==> config.mk <==
export PLATFORM = sky130hd
export DESIGN_NAME = mdio_mgmt_master
export DESIGN_NICKNAME = d
export VERILOG_FILES = /design/src/rtl/mdio_pkg.sv /design/src/rtl/mdio_clk_div.sv /design/src/rtl/mdio_frame_engine.sv /design/src/rtl/mdio_csr.sv /design/src/rtl/mdio_mgmt_master.sv
export SDC_FILE = /design/constraint.sdc
export NUM_CORES = 1
export LEC_CHECK = 0
export BUFFER_PORTS_ARGS = -buffer_cell sky130_fd_sc_hd__buf_4
export CELL_PAD_IN_SITES_DETAIL_PLACEMENT = 1
export CELL_PAD_IN_SITES_GLOBAL_PLACEMENT = 2
export CORE_ASPECT_RATIO = 0.6
export CORE_MARGIN = 3
export CORE_UTILIZATION = 35
export CTS_CLUSTER_SIZE = 10
export DETAILED_ROUTE_END_ITERATION = 16
export PLACE_DENSITY = 0.75
export SLEW_MARGIN = 20
export SYNTH_ARGS = -nofsm -noshare
export SYNTH_HDL_FRONTEND = slang
export SYNTH_SLANG_ARGS = --single-unit
==> constraint.sdc <==
create_clock -name clk -period 6.55 [get_ports clk]
set_input_delay 0.3275 -clock clk [delete_from_list [all_inputs] [get_ports clk]]
set_output_delay 0.3275 -clock clk [all_outputs]
set_load 0.1 [all_outputs]
==> src/rtl/mdio_pkg.sv <==
`timescale 1ns/1ps
package mdio_pkg;
  // command word bit positions (software-visible)
  localparam int CMD_GO     = 31;
  localparam int CMD_WR     = 30;
  localparam int CMD_ACK    = 29;
  localparam int CMD_REG_LO = 21;
  localparam int CMD_PHY_LO = 16;
  // control word bit positions
  localparam int CTL_IDLE   = 31;
  localparam int CTL_EN     = 30;
  localparam int CTL_FAULT  = 19;
  localparam int CTL_FEN    = 18;

  typedef enum logic {SEL_CTRL = 1'b0, SEL_CMD = 1'b1} reg_sel_e;

  typedef struct packed {
    logic        wr;
    logic [4:0]  phy;
    logic [4:0]  regn;
    logic [15:0] data;
  } mdio_cmd_t;
endpackage

==> src/rtl/mdio_clk_div.sv <==
`timescale 1ns/1ps
module mdio_clk_div #(
  parameter int DIV_W = 16
) (
  input  logic             clk,
  input  logic             rst_n,
  input  logic             en_i,
  input  logic [DIV_W-1:0] div_i,
  output logic             mdc_o,
  output logic             rise_o,
  output logic             fall_o
);
  logic [DIV_W-1:0] div_eff, half_m1, cnt_q;
  logic [DIV_W:0]   sum;

  always_comb begin
    div_eff = (div_i == '0) ? DIV_W'(1) : div_i;
    sum     = {1'b0, div_eff} + {{DIV_W{1'b0}}, 1'b1};
    half_m1 = DIV_W'(sum >> 1) - DIV_W'(1);
  end

  assign rise_o = en_i && (cnt_q >= div_eff);
  assign fall_o = en_i && (cnt_q == half_m1);

  always_ff @(posedge clk or negedge rst_n) begin
    if (!rst_n) begin
      cnt_q <= '0;
      mdc_o <= 1'b0;
    end else if (!en_i) begin
      cnt_q <= '0;
      mdc_o <= 1'b0;
    end else if (rise_o) begin
      cnt_q <= '0;
      mdc_o <= 1'b1;
    end else begin
      cnt_q <= cnt_q + DIV_W'(1);
      if (fall_o) mdc_o <= 1'b0;
    end
  end

  assert_mdc_low_off_R2: assert property (@(posedge clk) disable iff (!rst_n)
    !en_i |=> !mdc_o);
  assert_ticks_apart_R2: assert property (@(posedge clk) disable iff (!rst_n)
    !(rise_o && fall_o));
endmodule

==> src/rtl/mdio_frame_engine.sv <==
`timescale 1ns/1ps
module mdio_frame_engine
  import mdio_pkg::*;
#(
  parameter int PRE_BITS = 32
) (
  input  logic        clk,
  input  logic        rst_n,
  input  logic        enable_i,
  input  logic        rise_i,
  input  logic        fall_i,
  input  logic        start_i,
  input  mdio_cmd_t   cmd_i,
  input  logic        mdio_in_i,
  output logic        busy_o,
  output logic        done_o,
  output logic [15:0] rx_data_o,
  output logic        rx_ack_o,
  output logic        mdio_out_o,
  output logic        mdio_oe_o
);
  localparam int FRAME_LEN = PRE_BITS + 32;
  localparam int IDX_W     = $clog2(FRAME_LEN);
  localparam int REL_IDX   = PRE_BITS + 14;
  localparam int ACK_IDX   = PRE_BITS + 15;
  localparam int DATA_IDX  = PRE_BITS + 16;
  localparam int LAST_IDX  = FRAME_LEN - 1;

  logic [FRAME_LEN-1:0] frame_w, sh_q;
  logic [IDX_W-1:0]     idx_q;
  logic                 busy_q, armed_q, done_q, rd_q, ack_q, mdo_q, oe_q;
  logic [15:0]          rx_q;

  always_comb begin
    frame_w = {{PRE_BITS{1'b1}}, 2'b01,
               cmd_i.wr ? 2'b01 : 2'b10,
               cmd_i.phy, cmd_i.regn,
               cmd_i.wr ? 2'b10 : 2'b11,
               cmd_i.wr ? cmd_i.data : 16'hFFFF};
  end

  always_ff @(posedge clk or negedge rst_n) begin
    if (!rst_n) begin
      sh_q <= '0; idx_q <= '0; busy_q <= 1'b0; armed_q <= 1'b0;
      done_q <= 1'b0; rd_q <= 1'b0; ack_q <= 1'b0; rx_q <= '0;
      mdo_q <= 1'b1; oe_q <= 1'b0;
    end else if (!enable_i) begin
      busy_q <= 1'b0; armed_q <= 1'b0; done_q <= 1'b0; oe_q <= 1'b0;
    end else begin
      done_q <= 1'b0;
      if (!busy_q) begin
        if (start_i) begin
          busy_q  <= 1'b1;
          idx_q   <= '0;
          armed_q <= 1'b0;
          sh_q    <= frame_w;
          rd_q    <= !cmd_i.wr;
          ack_q   <= 1'b0;
        end
      end else if (fall_i && !armed_q) begin
        // drive the next bit while MDC is low
        mdo_q   <= sh_q[FRAME_LEN-1];
        sh_q    <= {sh_q[FRAME_LEN-2:0], 1'b0};
        oe_q    <= !(rd_q && (idx_q >= IDX_W'(REL_IDX)));
        armed_q <= 1'b1;
      end else if (rise_i && armed_q) begin
        // sample on the rising MDC edge
        armed_q <= 1'b0;
        if (rd_q && idx_q == IDX_W'(ACK_IDX)) ack_q <= !mdio_in_i;
        if (rd_q && idx_q >= IDX_W'(DATA_IDX)) rx_q <= {rx_q[14:0], mdio_in_i};
        if (idx_q == IDX_W'(LAST_IDX)) begin
          busy_q <= 1'b0;
          oe_q   <= 1'b0;
          done_q <= 1'b1;
        end else begin
          idx_q <= idx_q + IDX_W'(1);
        end
      end
    end
  end

  assign busy_o     = busy_q || done_q;
  assign done_o     = done_q;
  assign rx_data_o  = rx_q;
  assign rx_ack_o   = ack_q;
  assign mdio_out_o = mdo_q;
  assign mdio_oe_o  = oe_q;

  assert_abort_R11: assert property (@(posedge clk) disable iff (!rst_n)
    !enable_i |=> (!busy_o && !mdio_oe_o));
  assert_release_read_R5: assert property (@(posedge clk) disable iff (!rst_n)
    (busy_q && rd_q && armed_q && idx_q >= IDX_W'(REL_IDX)) |-> !mdio_oe_o);
endmodule

==> src/rtl/mdio_csr.sv <==
`timescale 1ns/1ps
module mdio_csr
  import mdio_pkg::*;
#(
  parameter int          DIV_W     = 16,
  parameter int unsigned DIV_RESET = 255
) (
  input  logic             clk,
  input  logic             rst_n,
  input  logic             we_i,
  input  logic             sel_i,
  input  logic [31:0]      wdata_i,
  output logic [31:0]      rdata_o,
  input  logic             busy_i,
  input  logic             done_i,
  input  logic [15:0]      rx_data_i,
  input  logic             rx_ack_i,
  output logic             enable_o,
  output logic [DIV_W-1:0] div_o,
  output logic             start_o,
  output mdio_cmd_t        cmd_o
);
  logic             en_q, fen_q, fault_q, ack_q;
  logic [DIV_W-1:0] div_q;
  mdio_cmd_t        cmd_q;
  logic             wr_ctl, wr_cmd, accept;
  logic             unused_wdata;

  assign unused_wdata = ^wdata_i;
  assign wr_ctl  = we_i && (sel_i == SEL_CTRL);
  assign wr_cmd  = we_i && (sel_i == SEL_CMD);
  assign accept  = wr_cmd && !busy_i;
  assign start_o = accept && wdata_i[CMD_GO] && en_q;

  always_comb begin
    cmd_o.wr   = wdata_i[CMD_WR];
    cmd_o.regn = wdata_i[CMD_REG_LO +: 5];
    cmd_o.phy  = wdata_i[CMD_PHY_LO +: 5];
    cmd_o.data = wdata_i[15:0];
  end

  always_ff @(posedge clk or negedge rst_n) begin
    if (!rst_n) begin
      en_q <= 1'b0; fen_q <= 1'b0; fault_q <= 1'b0; ack_q <= 1'b0;
      div_q <= DIV_W'(DIV_RESET);
      cmd_q <= '0;
    end else begin
      if (wr_ctl) begin
        en_q  <= wdata_i[CTL_EN];
        fen_q <= wdata_i[CTL_FEN];
        div_q <= wdata_i[DIV_W-1:0];
        if (wdata_i[CTL_FAULT]) fault_q <= 1'b0;
      end
      if (accept) begin
        cmd_q <= cmd_o;
        ack_q <= 1'b0;
        if (wdata_i[CMD_GO] && !en_q && fen_q) fault_q <= 1'b1;
      end else if (done_i && !cmd_q.wr) begin
        cmd_q.data <= rx_data_i;
        ack_q      <= rx_ack_i;
      end
    end
  end

  always_comb begin
    rdata_o = '0;
    if (sel_i == SEL_CTRL) begin
      rdata_o[CTL_IDLE]    = !busy_i;
      rdata_o[CTL_EN]      = en_q;
      rdata_o[CTL_FAULT]   = fault_q;
      rdata_o[CTL_FEN]     = fen_q;
      rdata_o[DIV_W-1:0]   = div_q;
    end else begin
      rdata_o[CMD_GO]           = busy_i;
      rdata_o[CMD_WR]           = cmd_q.wr;
      rdata_o[CMD_ACK]          = ack_q;
      rdata_o[CMD_REG_LO +: 5]  = cmd_q.regn;
      rdata_o[CMD_PHY_LO +: 5]  = cmd_q.phy;
      rdata_o[15:0]             = cmd_q.data;
    end
  end

  assign enable_o = en_q;
  assign div_o    = div_q;

  assert_ignore_busy_R8: assert property (@(posedge clk) disable iff (!rst_n)
    (wr_cmd && busy_i) |=> ($stable(cmd_q.phy) && $stable(cmd_q.regn) && $stable(cmd_q.wr)));
  assert_no_start_off_R9: assert property (@(posedge clk) disable iff (!rst_n)
    (wr_cmd && wdata_i[CMD_GO] && !en_q && !busy_i) |=> !busy_i);
  assert_fault_set_R9: assert property (@(posedge clk) disable iff (!rst_n)
    (wr_cmd && !busy_i && wdata_i[CMD_GO] && !en_q && fen_q) |=> fault_q);
  assert_fault_clear_R10: assert property (@(posedge clk) disable iff (!rst_n)
    (wr_ctl && wdata_i[CTL_FAULT]) |=> !fault_q);
endmodule

==> src/rtl/mdio_mgmt_master.sv <==
`timescale 1ns/1ps
module mdio_mgmt_master
  import mdio_pkg::*;
#(
  parameter int          DIV_W     = 16,
  parameter int unsigned DIV_RESET = 255,
  parameter int          PRE_BITS  = 32
) (
  input  logic        clk,
  input  logic        rst_n,
  input  logic        reg_we,
  input  logic        reg_addr,
  input  logic [31:0] reg_wdata,
  output logic [31:0] reg_rdata,
  output logic        mdc,
  output logic        mdio_out,
  output logic        mdio_oe,
  input  logic        mdio_in
);
  logic             enable, start, busy, done, rx_ack, rise, fall;
  logic [DIV_W-1:0] div;
  logic [15:0]      rx_data;
  mdio_cmd_t        cmd;

  mdio_csr #(.DIV_W(DIV_W), .DIV_RESET(DIV_RESET)) u_csr (
    .clk(clk), .rst_n(rst_n), .we_i(reg_we), .sel_i(reg_addr),
    .wdata_i(reg_wdata), .rdata_o(reg_rdata), .busy_i(busy), .done_i(done),
    .rx_data_i(rx_data), .rx_ack_i(rx_ack), .enable_o(enable), .div_o(div),
    .start_o(start), .cmd_o(cmd)
  );

  mdio_clk_div #(.DIV_W(DIV_W)) u_clk (
    .clk(clk), .rst_n(rst_n), .en_i(enable), .div_i(div),
    .mdc_o(mdc), .rise_o(rise), .fall_o(fall)
  );

  mdio_frame_engine #(.PRE_BITS(PRE_BITS)) u_eng (
    .clk(clk), .rst_n(rst_n), .enable_i(enable), .rise_i(rise), .fall_i(fall),
    .start_i(start), .cmd_i(cmd), .mdio_in_i(mdio_in), .busy_o(busy),
    .done_o(done), .rx_data_o(rx_data), .rx_ack_o(rx_ack),
    .mdio_out_o(mdio_out), .mdio_oe_o(mdio_oe)
  );

  assert_out_mdc_low_R7: assert property (@(posedge clk) disable iff (!rst_n)
    !$stable(mdio_out) |-> !mdc);
endmodule

Yosys cells after proc, flatten, opt, wreduce, memory -nomap -nowiden:

Index checks and enable logic that the tools add are counted.

* add/subtract/negate cells: 4
* $mul: 0
* div/mod/pow operators: 0
* order comparisons: 3
* eq/ne operators: 14
* shift-type cells: 0
* muxes and demuxes: 56
* bitwise gates (word level): 3
* reductions and logical operators: 34

Operator list (number)
* $mux 64: 3
* $mux 16: 7
* $mux 1: 36
* $mux 6: 6
* $add 16x1->17 const B: 1
* $add 16x1->16 const B: 1
* $eq 16x16->1: 1
* $ge 16x16->1: 1
* $logic_not 16->1: 1
* $sub 16x1->16 const B: 1
* $logic_and 1x1->1: 15
* $reduce_and 5->1: 3
* $eq 6x6->1 const B: 2
* $ge 6x6->1 const B: 2
* $reduce_and 3->1: 4
* $ne 2x2->1 const B: 5
* $ne 3x1->1 const B: 3
* $mux 2: 4
* $logic_not 1->1: 7
* $add 6x1->6 const B: 1
* $ne 4x4->1 const B: 1
* $reduce_bool 2->1: 2
* $ne 3x2->1 const B: 1
* $not 1->1: 3
* 3 further kinds: 3

* flip-flop bits (word level): 157
* bits in latches: 0
* memory bits (writable): 0
* bits in read-only memories: 0
* bits of input ports: 37
* word-level logic and storage cells: 135
* memories kept: 0

Depth between registers and ports, before layout:

* word-level depth: 10
* depth in mapped cells: 16
* mapped depth without buffers: 13

Modules after synthesis:

From an unflattened synthesis, not the netlist that was laid out.

* cells, all modules: 792
* area, all modules: 8588.2 µm²

By module, submodules not included
* mdio_frame_engine: instances 1, cells each 302, area an instance 3963.8 µm²
* mdio_csr: instances 1, cells each 229, area an instance 2527.4 µm²
* mdio_clk_div: instances 1, cells each 261, area an instance 2097.0 µm²

Worst setup path before layout:

OpenSTA, ideal clock, no wires.

* path type: reg2reg
* from: register u_csr.div_q[11], in the netlist u_csr.div_o[11]
* to: register u_eng.rx_q[10], in the netlist u_eng.rx_data_o[10]
* setup time: 0.125 ns
* arrival time: 4.563 ns
* data required time: 6.425 ns
* slack: 1.862 ns
* cell stages (with the launch flop): 17
* path buffers: 3
* period minus slack after synthesis: 4.688 ns
* path through: dfrtp_1 > clkbuf_1 > or4_1 > nor4b_1 > a21o_1 > ha_1 > nand2b_1 > a21o_1 > a21o_1 > a21o_1 > a211o_1 > a21oi_1 > nor2b_1 > clkbuf_1 > nand4_1 > clkbuf_1 > mux2_2

* cells in the longest elaborated chain, start to end: 9
* elaborated cells between the ends (all ways): 12
* classes of those cells: add/sub: 2; order compare: 1; eq/ne: 1; mux: 1; bitwise: 1; reduce/logical: 6

RTL lines
* start: declaration: line mdio_csr.sv:24 `logic [DIV_W-1:0] div_q;`
* start signal: assignment: line mdio_csr.sv:45 `div_q <= DIV_W'(DIV_RESET);`
* start signal: assignment: line mdio_csr.sv:51 `div_q <= wdata_i[DIV_W-1:0];`
* $logic_not 16->1: line mdio_clk_div.sv:17 `div_eff = (div_i == '0) ? DIV_W'(1) : div_i;`
* $mux 16 (*): line mdio_clk_div.sv:17
* $add 16x1->17: line mdio_clk_div.sv:18 `sum = {1'b0, div_eff} + {{DIV_W{1'b0}}, 1'b1};`
* $sub 16x1->16: line mdio_clk_div.sv:19 `half_m1 = DIV_W'(sum >> 1) - DIV_W'(1);`
* $eq 16x16->1: line mdio_clk_div.sv:23 `assign fall_o = en_i && (cnt_q == half_m1);`
* $logic_and 1x1->1: line mdio_clk_div.sv:23
* $logic_and 1x1->1: line mdio_frame_engine.sv:60 `end else if (fall_i && !armed_q) begin`
* $not 1->1 (no source line)
* $reduce_and 5->1 (no source line) (*)
* end signal: assignment: line mdio_frame_engine.sv:70 `if (rd_q && idx_q >= IDX_W'(DATA_IDX)) rx_q <= {rx_q[14:0], mdio_in_i};`
* end: declaration: line mdio_frame_engine.sv:32 `logic [15:0] rx_q;`

Every way passes the cells marked *; elsewhere a longest branch is shown, timed or not.
A chain may end at the register's enable or synchronous reset.

Worst setup path after layout:

* from: register u_csr.div_q[10], in the netlist u_csr.div_o[10]
* to: register u_eng.mdo_q, in the netlist u_eng.mdio_out_o

* cells in the longest elaborated chain, start to end: 8

RTL lines
* $logic_not 16->1: line mdio_clk_div.sv:17
* $mux 16 (*): line mdio_clk_div.sv:17
* $add 16x1->17 (*): line mdio_clk_div.sv:18
* $sub 16x1->16 (*): line mdio_clk_div.sv:19
* $eq 16x16->1 (*): line mdio_clk_div.sv:23
* $logic_and 1x1->1 (*): line mdio_clk_div.sv:23
* $logic_and 1x1->1 (*): line mdio_frame_engine.sv:60
* $reduce_and 3->1 (no source line) (*)
* end signal: assignment: line mdio_frame_engine.sv:62 `mdo_q <= sh_q[FRAME_LEN-1];`
* end: declaration: line mdio_frame_engine.sv:31 `logic busy_q, armed_q, done_q, rd_q, ack_q, mdo_q, oe_q;`

Marks and branches as above.

==> out/qor.csv <==
metric;value;unit
layout_min_cycle_time;5.425;ns
maximum_frequency_from_static_timing_analysis;0.1843;GHz
clkPwrFrac;31.3;%
critical_path_class;reg2reg;
layout.cells.most_common;sky130_fd_sc_hd__dfrtp_1;
report.final.hold_viol_count;31;
cts_hold_repair.buffers;0;
syn_to_layout_area_delta;15.45;%
postCtsSetupRepairBufs;0;
fill_cells;2655;
highest_delay_cell_along_the_critical_path;sky130_fd_sc_hd__or4_2;
detail_route.wl_per_cell;19.74;µm
ys_ff_latch;157;
groute.layer.met1.usage;31.51;%
cp_max_fo;36;
number_of_distinct_library_cell_variants_in_the_gate_level_netlist_after_synthesis;69;
synthDominantAreaCellType;sky130_fd_sc_hd__dfrtp_1;
cts_buffers;17;
power_dissipated_by_switching_net_loads;1.112;mW
synthTopCellsByArea;sky130_fd_sc_hd__dfrtp_1 (44%), sky130_fd_sc_hd__mux2_2 (6.7%), sky130_fd_sc_hd__mux2i_1 (6.5%), sky130_fd_sc_hd__nor2_1 (4.1%), sky130_fd_sc_hd__nand2_1 (3.6%);
rsz0062_at_grt;no;
routed_wirelength;23790;µm
grtUsageMet3;3.927;%
netSwitchingFraction;34.86;%
io_buffer_count;64;
cts_resized;0;
mappedNetlistArea;8431;µm²
drtIter0Drc;342;
timing.hold.worst.class;in2async;
fin_worst_skew;0.008555;ns
synth_simple_gate_area_share;15.27;%
regArea;3940;µm²
grt_antenna_before_repair;0;
timing.critical_path.arrival;5.78;ns
grt_first_pass_wirelength;38580;µm
layout_common_cells;sky130_fd_sc_hd__dfrtp_1 (148), sky130_fd_sc_hd__nor2_1 (93), sky130_fd_sc_hd__nand2_1 (81);
worstSetupEndpointType;flip-flop;
post_synth_fa_ha_maj_area_fraction;2.968;%
delay_contributed_by_the_slowest_stage_of_the_critical_path;0.69;ns
floorplan.initialDensity;36.02;%
worst-path-buf-inv;2;
synth_largest_type_area_fraction;43.93;%
clk_path_buf_depth;2;
worstMarginPinSlew;1.045;ns
post_dp_cell_area;9148;µm²
fraction_of_final_layout_cells_with_drive_strength_greater_than_1;21.35;%
violated_checks;hold timing;
holdWs;-0.03819;ns
pwr-share-seq;43.2;%
finish.net_count;934;
gr-max-usage-layer;met1;
worst_path_dominant_cell_family;simple AND/OR/NAND/NOR gates;
synthCells;838;
p_comb_share;25.5;%
drc;0;
max_cap_violations;0;
cts_tree;done;
antenna_violating_nets_post_route;0;
power_density_normalized_to_cell_area;327.8;nW/µm²
horizontal_extent_of_the_die;206.4;µm
synth_edf_count;0;
final_cell_area;9733;µm²
routed-via-count;6439;
clockRootBuffer;sky130_fd_sc_hd__clkbuf_16;
place.gp.congestion;0.8456;
core_area;23400;µm²
largest_vdd_supply_drop;0.0001754;V
synthFlopType;sky130_fd_sc_hd__dfrtp_1;
worst_slew_margin_rel;30.19;%
drt_first_pass_iters;4;
start_kind;flip-flop;
multi_input_comb_area;4156;µm²
cell_internal_power;2.078;mW
maximum_number_of_pins_on_one_net_before_global_route_repair;88;
run_status;complete, but fails checks;
syn_area_per_cell;10.06;µm²
standard_cell_rows;43;
synth_xor_xnor_area_share;4.111;%
power.static_leakage;4.325;nW
sequential_element_share_of_the_synthesized_area;46.73;%
ff2ff_setup_slack;1.13;ns
postSynth.asyncResetShare;100.0;%
final_max_slew_viol_count;0;
detail_route.vias_per_cell;5.344;
largest_family_of_logic_cells_by_synthesized_area;simple AND/OR/NAND/NOR gates;
yosys_warnings;0;
setup_violations;0;
grt.overflow.total;0;
ioPinCount;72;
synth_compound_gate_area_share;13.42;%
crit_chain;or4_1 > nor4b_1 > buf_4 > o21ai_0 > ha_1 > xnor2_1 > a311oi_1 > o2111ai_1 > a211oi_2 > nand3_1 > or4_1 > or4_2 > buf_4 > or2_1 > mux2_1;
grt_use_met2;25.43;%
cts_num_sinks;157;
period_share;82.82;%
clock_insertion_delay_worst_skew;0.43;ns
grt_pass1_vias;6597;
antenna_diodes;0;
grtUsageTotal;19.16;%
totalNegativeSetupSlack;0;ns
die_h;126.2;µm
die_area;26050;µm²
post-dp-hpwl;16540;µm
synth_mux_area_share;13.34;%
cts_htree_levels;4;
path_clk_slew;0.07;ns
critical_path_rt;6.91;ns
## per-layer routing
metal	vias to the layer above	part of all wire, %
li1	3052	-
met1	3243	55
met2	126	39
met3	18	5.2
met4	0	0.80
met5	-	0
## per-stage QoR
step | hold WS (ns) | worst slack [ns] | cells | utilization [%] | power (mW)
2_1_floorplan | 0.03191 | 1.862 | 840 | - | 1.970
3_3_place_gp | 0.4758 | 1.276 | 1173 | 39.09 | 2.177
3_5_place_dp | 0.4657 | 1.208 | 1173 | 39.09 | 2.208
4_1_cts | 0.001632 | 1.154 | 1205 | 41.59 | 3.226
5_1_grt | 0.04133 | 0.8967 | 1205 | 41.59 | 3.376
6_report | -0.03819 | 1.125 | 1205 | 41.59 | 3.190
## cells in the mapped netlist, types with 9 or more instances
| master | instances |
|---|---|
| sky130_fd_sc_hd__dfrtp_1 | 148 |
| sky130_fd_sc_hd__nor2_1 | 93 |
| sky130_fd_sc_hd__nand2_1 | 81 |
| sky130_fd_sc_hd__mux2i_1 | 55 |
| sky130_fd_sc_hd__mux2_2 | 50 |
| sky130_fd_sc_hd__clkbuf_1 | 45 |
| sky130_fd_sc_hd__o21ai_0 | 42 |
| sky130_fd_sc_hd__a21oi_1 | 39 |
| sky130_fd_sc_hd__inv_1 | 22 |
| sky130_fd_sc_hd__xnor2_1 | 22 |
| sky130_fd_sc_hd__ha_1 | 20 |
| sky130_fd_sc_hd__nand3_1 | 20 |
| sky130_fd_sc_hd__o221a_2 | 15 |
| sky130_fd_sc_hd__xor2_1 | 15 |
| sky130_fd_sc_hd__nor3_1 | 13 |
| sky130_fd_sc_hd__and2_1 | 12 |
| sky130_fd_sc_hd__o221a_1 | 11 |
| sky130_fd_sc_hd__and3_1 | 10 |
| sky130_fd_sc_hd__a21o_1 | 9 |
| sky130_fd_sc_hd__dfstp_2 | 9 |
## registers in the layout, indices dropped and copies added (netlist names), 6 cells and up
| signal | cells |
|---|---|
| u_eng.sh_q | 64 |
| u_csr.cmd_q | 27 |
| u_clk.cnt_q | 16 |
| u_csr.div_o | 16 |
| u_eng.rx_data_o | 16 |
| u_eng.idx_q | 6 |
## final timing paths
| path | start | to | depth (start not counted) |
|---|---|---|---|
| max in group asynchronous | rst_n | u_eng.sh_q[36] | 2 |
| min reg2reg | u_csr.cmd_q[25] | u_csr.cmd_q[25] | 1 |
| min | rst_n | u_clk.cnt_q[13] | 1 |
| max reg2reg | u_csr.div_o[10] | u_eng.mdio_out_o | 15 |
| min in group clk | reg_wdata[19] | u_csr.cmd_q[24] | 2 |
| max | u_csr.div_o[10] | u_eng.mdio_out_o | 15 |
## power groups by stage
stage | Clock, mW | Combinational [mW] | Sequential, mW
6_report | 0.999 | 0.812 | 1.38
3_3_place_gp | 0 | 0.791 | 1.39
5_1_grt | 1.07 | 0.890 | 1.41
3_5_place_dp | 0 | 0.815 | 1.39
2_1_floorplan | 0 | 0.662 | 1.31
4_1_cts | 1.03 | 0.820 | 1.38
## logic make-up (layout without fill, tap and decap cells)
group | after synthesis | count (layout)
compound gates | 160 | 160
mux | 106 | 106
other cells | 1 | 3
simple gates | 276 | 276
xor+xnor | 38 | 38
buf+inv | 80 | 130
flops | 157 | 157
fa+ha+maj | 20 | 20
## layout make-up
| type | count | share of cell area, % |
|---|---|---|
| multi-input combinational | 603 | 42.70 |
| sequential | 157 | 40.48 |
| timing repair buffer | 76 | 5.901 |
| clock buffer | 20 | 4.589 |
| tap | 315 | 4.049 |
| clock inverter | 12 | 1.427 |
| inverter | 22 | 0.8484 |
Power figures use the tool's default switching activity.
